### src/rtl/srom_seq_pkg.sv
`timescale 1ns/1ps
package srom_seq_pkg;

  localparam int CNT_W = 5;

  typedef struct packed {
    logic lane_strb;
    logic wait_en;
    logic byte_addr;
    logic wide;
  } attr_t;

  typedef struct packed {
    logic [3:0]       acs;
    logic [3:0]       cos;
    logic [CNT_W-1:0] acc;
    logic [3:0]       coh;
    logic [3:0]       cah;
  } phase_len_t;

  typedef enum logic [2:0] {
    PH_IDLE, PH_ASET, PH_CSET, PH_ACC, PH_WAIT, PH_CHOLD, PH_AHOLD
  } phase_e;

  function automatic logic is_select(input phase_e p);
    return (p == PH_CSET) || (p == PH_ACC) || (p == PH_WAIT) || (p == PH_CHOLD);
  endfunction

  function automatic logic is_strobe(input phase_e p);
    return (p == PH_ACC) || (p == PH_WAIT);
  endfunction

  function automatic logic [CNT_W-1:0] load_for(input phase_e p, input phase_len_t t);
    logic [CNT_W-1:0] v;
    v = '0;
    case (p)
      PH_ASET:  v = CNT_W'(t.acs) - CNT_W'(1);
      PH_CSET:  v = CNT_W'(t.cos) - CNT_W'(1);
      PH_ACC:   v = (t.acc == '0) ? '0 : t.acc - CNT_W'(1);
      PH_CHOLD: v = CNT_W'(t.coh) - CNT_W'(1);
      PH_AHOLD: v = CNT_W'(t.cah) - CNT_W'(1);
      default:  v = '0;
    endcase
    return v;
  endfunction

endpackage

### src/rtl/srom_cfg_regs.sv
`timescale 1ns/1ps
module srom_cfg_regs
  import srom_seq_pkg::*;
#(
  parameter int          BANK_IDX   = 0,
  parameter logic [31:0] RST_TIMING = 32'hFF1F_FF00,
  parameter logic [31:0] RST_WIDTH  = 32'h0000_0000
) (
  input  logic        clk,
  input  logic        rst,
  input  logic        cfg_wr,
  input  logic        cfg_sel,
  input  logic [31:0] cfg_wdata,
  output logic [31:0] cfg_rdata,
  output phase_len_t  live_len,
  output attr_t       live_attr
);
  localparam int SLOT_LSB = 4 * BANK_IDX;

  logic [31:0] timing_q;
  logic [31:0] width_q;

  always_ff @(posedge clk) begin
    if (rst) begin
      timing_q <= RST_TIMING;
      width_q  <= RST_WIDTH;
    end else if (cfg_wr) begin
      if (!cfg_sel) timing_q <= cfg_wdata;
      else          width_q[SLOT_LSB +: 4] <= cfg_wdata[SLOT_LSB +: 4];
    end
  end

  assign cfg_rdata    = cfg_sel ? width_q : timing_q;
  assign live_len.acs = timing_q[31:28];
  assign live_len.cos = timing_q[27:24];
  assign live_len.acc = timing_q[20:16];
  assign live_len.coh = timing_q[15:12];
  assign live_len.cah = timing_q[11:8];
  assign live_attr    = attr_t'(width_q[SLOT_LSB +: 4]);

endmodule

### src/rtl/srom_phase_seq.sv
`timescale 1ns/1ps
module srom_phase_seq
  import srom_seq_pkg::*;
(
  input  logic       clk,
  input  logic       rst,
  input  logic       req_valid,
  input  phase_len_t live_len,
  input  logic       live_wait_en,
  input  logic       mem_wait_n,
  output phase_e     phase,
  output logic       accept,
  output logic       capture,
  output logic       ack
);
  phase_e           ph_q, ph_d, nxt;
  logic [CNT_W-1:0] cnt_q, cnt_d;
  phase_len_t       len_q, len_cur;
  logic             wait_en_q, waitn_q, ack_q, done, go;
  phase_e           tgt_start, tgt_sel, tgt_hold, tgt_tail;

  assign len_cur = (ph_q == PH_IDLE) ? live_len : len_q;
  assign accept  = (ph_q == PH_IDLE) && req_valid && !ack_q;

  always_comb begin
    tgt_sel   = (len_cur.cos != '0) ? PH_CSET  : PH_ACC;
    tgt_start = (len_cur.acs != '0) ? PH_ASET  : tgt_sel;
    tgt_tail  = (len_cur.cah != '0) ? PH_AHOLD : PH_IDLE;
    tgt_hold  = (len_cur.coh != '0) ? PH_CHOLD : tgt_tail;
  end

  always_comb begin
    ph_d    = ph_q;
    cnt_d   = cnt_q;
    nxt     = ph_q;
    go      = 1'b0;
    capture = 1'b0;
    done    = 1'b0;
    case (ph_q)
      PH_IDLE: if (accept) begin nxt = tgt_start; go = 1'b1; end
      PH_ASET:
        if (cnt_q == '0) begin nxt = tgt_sel; go = 1'b1; end
        else cnt_d = cnt_q - CNT_W'(1);
      PH_CSET:
        if (cnt_q == '0) begin nxt = PH_ACC; go = 1'b1; end
        else cnt_d = cnt_q - CNT_W'(1);
      PH_ACC:
        if (cnt_q != '0) cnt_d = cnt_q - CNT_W'(1);
        else if (wait_en_q && !waitn_q) ph_d = PH_WAIT;
        else begin capture = 1'b1; nxt = tgt_hold; go = 1'b1; end
      PH_WAIT:
        if (waitn_q) begin capture = 1'b1; nxt = tgt_hold; go = 1'b1; end
      PH_CHOLD:
        if (cnt_q == '0) begin nxt = tgt_tail; go = 1'b1; end
        else cnt_d = cnt_q - CNT_W'(1);
      PH_AHOLD:
        if (cnt_q == '0) begin nxt = PH_IDLE; go = 1'b1; end
        else cnt_d = cnt_q - CNT_W'(1);
      default: begin nxt = PH_IDLE; go = 1'b1; end
    endcase
    if (go) begin
      ph_d  = nxt;
      cnt_d = load_for(nxt, len_cur);
      done  = (nxt == PH_IDLE) && (ph_q != PH_IDLE);
    end
  end

  always_ff @(posedge clk) begin
    if (rst) begin
      ph_q      <= PH_IDLE;
      cnt_q     <= '0;
      len_q     <= '0;
      wait_en_q <= 1'b0;
      waitn_q   <= 1'b1;
      ack_q     <= 1'b0;
    end else begin
      ph_q    <= ph_d;
      cnt_q   <= cnt_d;
      waitn_q <= mem_wait_n;
      ack_q   <= done;
      if (accept) begin
        len_q     <= live_len;
        wait_en_q <= live_wait_en;
      end
    end
  end

  assign phase = ph_q;
  assign ack   = ack_q;

endmodule

### src/rtl/srom_bus_path.sv
`timescale 1ns/1ps
module srom_bus_path
  import srom_seq_pkg::*;
#(
  parameter int EXT_AW = 14,
  parameter int DW     = 16
) (
  input  logic                clk,
  input  logic                rst,
  input  logic                accept,
  input  logic                capture,
  input  phase_e              phase,
  input  attr_t               live_attr,
  input  logic                req_write,
  input  logic [EXT_AW:0]     req_addr,
  input  logic [DW-1:0]       req_wdata,
  input  logic [DW/8-1:0]     req_be,
  input  logic [DW-1:0]       mem_din,
  output logic                mem_csn_n,
  output logic                mem_oe_n,
  output logic                mem_we_n,
  output logic [EXT_AW-1:0]   mem_addr,
  output logic [DW-1:0]       mem_dout,
  output logic                mem_doe,
  output logic [DW/8-1:0]     mem_ben_n,
  output logic [DW-1:0]       rsp_rdata
);
  localparam int LANES = DW / 8;
  localparam int NW    = 8;

  logic              wr_q, wide_q, sel, stb;
  logic [EXT_AW-1:0] addr_q, addr_map;
  logic [DW-1:0]     dout_q, dout_map, rdata_q;
  logic [LANES-1:0]  ben_q, ben_map;

  always_comb begin
    addr_map = (live_attr.wide && !live_attr.byte_addr) ? req_addr[EXT_AW:1]
                                                        : req_addr[EXT_AW-1:0];
    dout_map = live_attr.wide ? req_wdata : {{(DW-NW){1'b0}}, req_wdata[NW-1:0]};
    if (!live_attr.lane_strb)  ben_map = '0;
    else if (!live_attr.wide)  ben_map = {{(LANES-1){1'b1}}, 1'b0};
    else                       ben_map = ~req_be;
  end

  always_ff @(posedge clk) begin
    if (rst) begin
      wr_q    <= 1'b0;
      wide_q  <= 1'b0;
      addr_q  <= '0;
      dout_q  <= '0;
      ben_q   <= '1;
      rdata_q <= '0;
    end else begin
      if (accept) begin
        wr_q   <= req_write;
        wide_q <= live_attr.wide;
        addr_q <= addr_map;
        dout_q <= dout_map;
        ben_q  <= ben_map;
      end
      if (capture && !wr_q)
        rdata_q <= wide_q ? mem_din : {{(DW-NW){1'b0}}, mem_din[NW-1:0]};
    end
  end

  assign sel       = is_select(phase);
  assign stb       = is_strobe(phase);
  assign mem_csn_n = !sel;
  assign mem_oe_n  = !(stb && !wr_q);
  assign mem_we_n  = !(stb && wr_q);
  assign mem_doe   = sel && wr_q;
  assign mem_ben_n = sel ? ben_q : '1;
  assign mem_addr  = addr_q;
  assign mem_dout  = dout_q;
  assign rsp_rdata = rdata_q;

endmodule

### src/rtl/srom_bank_seq.sv
`timescale 1ns/1ps
module srom_bank_seq
  import srom_seq_pkg::*;
#(
  parameter int          BANK_IDX   = 0,
  parameter int          EXT_AW     = 14,
  parameter int          DW         = 16,
  parameter logic [31:0] RST_TIMING = 32'hFF1F_FF00,
  parameter logic [31:0] RST_WIDTH  = 32'h0000_0000
) (
  input  logic               clk,
  input  logic               rst,
  input  logic               cfg_wr,
  input  logic               cfg_sel,
  input  logic [31:0]        cfg_wdata,
  output logic [31:0]        cfg_rdata,
  input  logic               req_valid,
  input  logic               req_write,
  input  logic [EXT_AW:0]    req_addr,
  input  logic [DW-1:0]      req_wdata,
  input  logic [DW/8-1:0]    req_be,
  output logic               req_ack,
  output logic [DW-1:0]      rsp_rdata,
  output logic               mem_csn_n,
  output logic               mem_oe_n,
  output logic               mem_we_n,
  output logic [EXT_AW-1:0]  mem_addr,
  output logic [DW-1:0]      mem_dout,
  output logic               mem_doe,
  output logic [DW/8-1:0]    mem_ben_n,
  input  logic [DW-1:0]      mem_din,
  input  logic               mem_wait_n
);
  phase_len_t live_len;
  attr_t      live_attr;
  phase_e     phase;
  logic       accept, capture;

  srom_cfg_regs #(
    .BANK_IDX(BANK_IDX), .RST_TIMING(RST_TIMING), .RST_WIDTH(RST_WIDTH)
  ) u_cfg (
    .clk(clk), .rst(rst), .cfg_wr(cfg_wr), .cfg_sel(cfg_sel),
    .cfg_wdata(cfg_wdata), .cfg_rdata(cfg_rdata),
    .live_len(live_len), .live_attr(live_attr)
  );

  srom_phase_seq u_seq (
    .clk(clk), .rst(rst), .req_valid(req_valid), .live_len(live_len),
    .live_wait_en(live_attr.wait_en), .mem_wait_n(mem_wait_n),
    .phase(phase), .accept(accept), .capture(capture), .ack(req_ack)
  );

  srom_bus_path #(.EXT_AW(EXT_AW), .DW(DW)) u_path (
    .clk(clk), .rst(rst), .accept(accept), .capture(capture), .phase(phase),
    .live_attr(live_attr), .req_write(req_write), .req_addr(req_addr),
    .req_wdata(req_wdata), .req_be(req_be), .mem_din(mem_din),
    .mem_csn_n(mem_csn_n), .mem_oe_n(mem_oe_n), .mem_we_n(mem_we_n),
    .mem_addr(mem_addr), .mem_dout(mem_dout), .mem_doe(mem_doe),
    .mem_ben_n(mem_ben_n), .rsp_rdata(rsp_rdata)
  );

endmodule

### config.mk
export PLATFORM = sky130hd
export DESIGN_NAME = srom_bank_seq
export DESIGN_NICKNAME = d
export VERILOG_FILES = /design/src/rtl/srom_seq_pkg.sv /design/src/rtl/srom_cfg_regs.sv /design/src/rtl/srom_phase_seq.sv /design/src/rtl/srom_bus_path.sv /design/src/rtl/srom_bank_seq.sv
export SDC_FILE = /design/constraint.sdc
export NUM_CORES = 1
export LEC_CHECK = 0
export BUFFER_PORTS_ARGS = -buffer_cell sky130_fd_sc_hd__buf_4
export CAP_MARGIN = 20
export CORE_ASPECT_RATIO = 0.6
export CORE_UTILIZATION = 52
export DETAILED_ROUTE_END_ITERATION = 10
export GPL_TIMING_DRIVEN = 0
export PLACE_DENSITY = 0.92
export SYNTH_ARGS = -nofsm -noshare
export SYNTH_HDL_FRONTEND = slang
export SYNTH_SLANG_ARGS = --single-unit
### constraint.sdc
create_clock -name clk -period 9.6 [get_ports clk]
set_input_delay 0.96 -clock clk [delete_from_list [all_inputs] [get_ports clk]]
set_output_delay 0.96 -clock clk [all_outputs]
set_load 0.05 [all_outputs]
After elaboration in Yosys (flattened, before gate mapping)

Cells that the tools add are included.

Add/subtract/negate cells: 6
Equal/unequal tests: 14
Multiplexer cells: 38
Bitwise gates (word level): 3
Reductions and logical operators: 39

Operators by type and width:

| kind                                                                | number |
|---|---|
| 3-bit two-way mux                                                   | 15 |
| 16-bit two-way mux                                                  | 2 |
| 32-bit two-way mux                                                  | 1 |
| 5-bit one-hot mux with 5 select lines                               | 1 |
| 21-bit two-way mux                                                  | 1 |
| 3-bit one-hot mux with 7 select lines                               | 1 |
| 5-bit two-way mux                                                   | 4 |
| 4-bit by 1-bit subtractor with 5-bit output (second input constant) | 4 |
| 4-bit nonzero test                                                  | 4 |
| 3-bit == test (second input constant)                               | 5 |
| 14-bit two-way mux                                                  | 1 |
| 3-bit by 2-bit == test with 1-bit output (second input constant)    | 4 |
| 5-bit zero test                                                     | 2 |
| 5-bit one-hot mux with 2 select lines                               | 1 |
| 5-bit by 1-bit subtractor with 5-bit output (second input constant) | 2 |
| 1-bit logical AND                                                   | 9 |
| 1-bit zero test                                                     | 7 |
| 3-bit by 1-bit == test with 1-bit output (second input constant)    | 2 |
| 3-bit zero test                                                     | 2 |
| 1-bit two-way mux                                                   | 6 |
| 2-bit two-way mux                                                   | 3 |
| 3-bit AND reduction                                                 | 2 |
| 3-bit nonzero test                                                  | 2 |
| 5-bit nonzero test                                                  | 1 |
| 12 further kinds                                                    | 18 |

Register bits after elaboration: 118
Word-level logic and storage cells: 118

Logic depth before layout (Yosys ltp)

Depth after elaboration: 11
Gate-level depth with buffers: 22
Depth with buffers taken out: 19

Modules after synthesis

Synthesis repeated with hierarchy kept, for this count alone.

Cell total of the unflattened synthesis: 743
Area total of the unflattened synthesis: 6,190.9 sq um

By module, submodules not included:

| module         | times used | cells an instance | area an instance (sq um) | sequential area each (sq um) |
|---|---|---|---|---|
| srom_phase_seq | 1          | 301               | 2,232.1                  | 640.6 |
| srom_bus_path  | 1          | 232               | 2,064.5                  | 1,001.0 |
| srom_cfg_regs  | 1          | 210               | 1,894.3                  | 720.7 |

Least setup slack after synthesis

Ideal clock, no wire load.

Path type: reg-to-reg
From: register u_seq.ph_q[1] (netlist: u_seq.phase[1])
To: register u_seq.cnt_q[2]
Setup time: 86 ps
Arrival: 3,764 ps
Data required time: 9,514 ps
Setup slack: 5,751 ps
Cell stages (with the launch flop): 21
Period minus slack after synthesis: 3,849 ps
Cells stage by stage: dfxtp_1 clkbuf_1 or3_1 buf_6 mux2i_1 nand2_1 nor4_1 a21oi_1 a211oi_1 ha_1 buf_1 inv_1 o22ai_1 a31oi_1 mux2i_1 inv_1 ha_1 xnor2_1 o22ai_1 nor2_1 a211oi_1

Word-level cells in the longest chain between the ends: 11

Ends and longest elaborated chain:

| what                                        | RTL line                                                         | source |
|---|---|---|
| from (decl)                                 | srom_phase_seq.sv:16                                             | `phase_e ph_q, ph_d, nxt;` |
| from (signal assigned)                      | srom_phase_seq.sv:77                                             | `ph_q <= ph_d;` |
| 3-bit zero test                             | srom_phase_seq.sv:22, srom_phase_seq.sv:23, srom_phase_seq.sv:39 |  |
| 21-bit two-way mux                          | srom_phase_seq.sv:22                                             | `assign len_cur = (ph_q == PH_IDLE) ? live_len : len_q;` |
| 4-bit nonzero test                          | srom_phase_seq.sv:28                                             | `tgt_tail = (len_cur.cah != '0) ? PH_AHOLD : PH_IDLE;` |
| 3-bit two-way mux                           | srom_phase_seq.sv:28                                             |  |
| 3-bit two-way mux                           | srom_phase_seq.sv:29                                             | `tgt_hold = (len_cur.coh != '0) ? PH_CHOLD : tgt_tail;` |
| 3-bit two-way mux                           | srom_phase_seq.sv:49                                             | `else if (wait_en_q && !waitn_q) ph_d = PH_WAIT;` |
| 3-bit two-way mux                           | srom_phase_seq.sv:48                                             | `if (cnt_q != '0) cnt_d = cnt_q - CNT_W'(1);` |
| 3-bit one-hot mux with 7 select lines       | srom_phase_seq.sv:39                                             | `case (ph_q)` |
| 3-bit == test, or another cell as far along | srom_seq_pkg.sv:36                                               | `case (p)` |
| 5-bit one-hot mux with 5 select lines       | srom_seq_pkg.sv:36                                               |  |
| 5-bit two-way mux                           | srom_phase_seq.sv:61                                             | `if (go) begin` |
| to (signal assigned)                        | srom_phase_seq.sv:78                                             | `cnt_q <= cnt_d;` |
| to (decl)                                   | srom_phase_seq.sv:17                                             | `logic [CNT_W-1:0] cnt_q, cnt_d;` |

Several ways; a longest one is shown, not always the timed one.
A chain may end at the register's enable or synchronous reset.

Worst setup path in the final report

Ends and elaborated chain as after synthesis.

==> metrics.cfg <==
[run_status]
status=completed

[setup_path]
critPathRequiredTime_ns=9.92
endpoint_kind=flip-flop
criticalPathCategory=flip-flop to flip-flop
critPathLaunchType=flip-flop
path_cells=clkbuf_1 -> or3_1 -> buf_6 -> mux2i_1 -> nand2_1 -> nor4_1 -> a21oi_1 -> a211oi_1 -> ha_1 -> buf_1 -> inv_1 -> o22ai_1 -> a31oi_1 -> mux2i_1 -> inv_1 -> ha_1 -> xnor2_1 -> o22ai_1 -> nor2_1 -> a211oi_1
max_stage_delay_ns=0.55
crit_slowest_cell=a211oi_1
cp_data_arrival_time_ns=5.48
crit_buf_inv=5
path_delay_family=compound AO/OA/AOI/OAI gates
path_max_fanout=10

[place]
dp_hpwl_um=13500
dp.cells=1046
numPortBuffers=172
gp_congestion=0.931

[yosys]
yosysTopAreaCell=dfxtp_1
synthArstFlopShare_pct=0
ys_ff_latch=118
synth-main-ff-cell=dfxtp_1
syn-num-nets=832
synth_compound_gate_area_share_pct=15.9
synth_area_mm2=0.00576
synth-simple-area-share_pct=28.9
synth_cells=735
synth_top_family_by_area=simple AND/OR/NAND/NOR gates
yosys-top-cells-count=nand2_1 (193), dfxtp_1 (118), a21oi_1 (82)
synth_mux_area_share_pct=6.02
synth_top_area_share_pct=41.0
synth_xor_area_share_pct=0.913
ys_seq_area_share_pct=41.0
yosys-top-cells-area=dfxtp_1 (41%), nand2_1 (13%), a21oi_1 (7.1%), mux2i_1 (5.0%), nand3b_1 (3.3%)
postSynthAreaPerCell_um2=7.83
yosys.cell_count.top_type=nand2_1
yosys_warnings=0
synth_edf_count=0
synth_fa_ha_area_share_pct=1.96
yosysUniqueCellTypes=62

[cts]
cts.path.max_buffers=2
clk_pin_slew_ns=0.06
clockRootBuffer=clkbuf_16
cts_tree=yes
post_cts_buffers=0
worstSkewPairLatency_ns=0.42
hold_buffers=0
cts.sinks=118
numCtsBuffers=17
cts.htree.levels=4
ctsResizeCount=0

[power]
powerDensity_mw_per_mm2=315
vdd_drop_max_mv=0.206
power.leakage_nw=3.42
p_total_w=0.00246

[cells_and_area]
drive_gt1_share_pct=25.0
layout.cells.non_filler=1078
fin_util_pct=73.1
syn2layout_area_growth_pct=35.4
seq_area_mm2=0.00236
fill_cells=727
fin_nets=1023
n_antenna_cell=0
multi_input_area_mm2=0.00309

[grt]
grt_pass1_wl_um=30100
antenna_found_initial=0
grt_max_degree=17
grt_pass1_vias=6004
grt_usage_pct=34.1
overflow=0

[route]
drc=0
drt_iter0_drc=669
wl_um=19200
wl_per_cell_um=17.8
dr_total_vias=6284
ant_nets=0
firstDrtPassIters=6
vias_per_cell=5.83

[floorplan]
io_pins=173
dieArea_mm2=0.0115
die_w_um=138
core_area_mm2=0.0107
fp.dieH_um=83.5
num_rows=29
start_util_pct=54.0

[timing]
finalCriticalPeriod_ns=5.16
slew_headroom_pct=33.6
setup_viol=0
fin_crit_sh_pct=53.8
finalHoldViolCount=0
finClkSkew_ns=0.00796
tightest_slew_ns=0.994
slew_viol_final=0
tns_ns=0
fmax_mhz=194
rsz0062_at_grt=no

[hold_path]
min-delay-path-class=flip-flop to flip-flop

[run]
max-cap-violations=0

## area by class of cell
cell class,count,area share [%]
buffer,55,3.37
clock buffer,17,5.46
clock inverter,15,1.89
inverter,11,0.530
multi-input combinational,551,39.7
sequential,118,30.3
tap,139,2.23
timing repair buffer,172,16.6
## routing by layer
| metal | vias up | track usage (%) | routed length (um) |
|---|---|---|---|
| met1 | 2966 | 43.0 | 7780 |
| met3 | 60 | 13.2 | 2220 |
| li1 | 2904 | - | - |
| met2 | 354 | 52.0 | 8680 |
| met4 | 0 | 13.7 | 540 |
| met5 | - | 0 | 0 |
## power breakdown
group	internal (W)	total, W	switching (W)	leakage, nW
logic	0.000417	0.00119	0.000778	2.18
clock network	0.000361	0.000612	0.000251	0.272
registers	0.000582	0.000652	0.0000700	0.970
## tightest hold or removal path, stage by stage (launching register included)
cell     delay [ns]
dfxtp_1        0.31
nand2_1        0.05
a21oi_1        0.05
## per-stage QoR
stage | hold WS, ns | cell area, um2 | worst slack (ns)
2_1_floorplan | 0.426 | 5760 | 5.75
3_3_place_gp | 0.438 | 7220 | 4.84
3_5_place_dp | 0.445 | 7220 | 4.77
4_1_cts | 0.454 | 7800 | 4.72
5_1_grt | 0.474 | 7800 | 4.21
6_report | 0.454 | 7800 | 4.44
## state kept, by name, summed over array words and instances (netlist names)
| register | flops |
|---|---|
| u_cfg.timing_q | 32 |
| u_seq.len_q | 21 |
| u_path.mem_dout | 16 |
| u_path.rsp_rdata | 16 |
| u_path.mem_addr | 14 |
| u_seq.cnt_q | 5 |
| u_cfg.width_q | 4 |
| u_seq.phase | 3 |
| u_path.ben_q | 2 |
| u_path.wide_q | 1 |
| u_path.wr_q | 1 |
| u_seq.ack | 1 |
| u_seq.wait_en_q | 1 |
| u_seq.waitn_q | 1 |
## layout by cell type (no fill, tap or decap), types with 7 or more instances in the layout
cell	netlist	layout
ha_1	9	9
o21ai_0	10	10
dfxtp_1	118	118
inv_1	11	11
nor2_1	35	35
clkbuf_1	40	40
a211oi_1	20	20
a21oi_1	82	82
nor3_1	8	8
o22ai_1	7	7
nor2b_1	30	30
mux2i_1	29	29
nand2_1	193	193
clkbuf_16	0	17
nand3_1	27	27
buf_4	1	173
nand3b_1	25	25
## path summary, 6_finish.rpt
path / from / end / slack, ns / cells after the start
worst max-delay path: u_seq.phase[1] / u_seq.cnt_q[2] / 4.44 / 20
worst min register to register: u_cfg.timing_q[0] / u_cfg.timing_q[0] / 0.45 / 2
worst min-delay path: u_cfg.timing_q[0] / u_cfg.timing_q[0] / 0.45 / 2
worst max register to register: u_seq.phase[1] / u_seq.cnt_q[2] / 4.44 / 20
## kinds of logic after synthesis
group,after synthesis
flops,118
buf+inv,66
simple gates,353
compound gates,149
xor+xnor,6
fa+ha+maj,9
mux,34
Power figures use the tool's default switching activity.
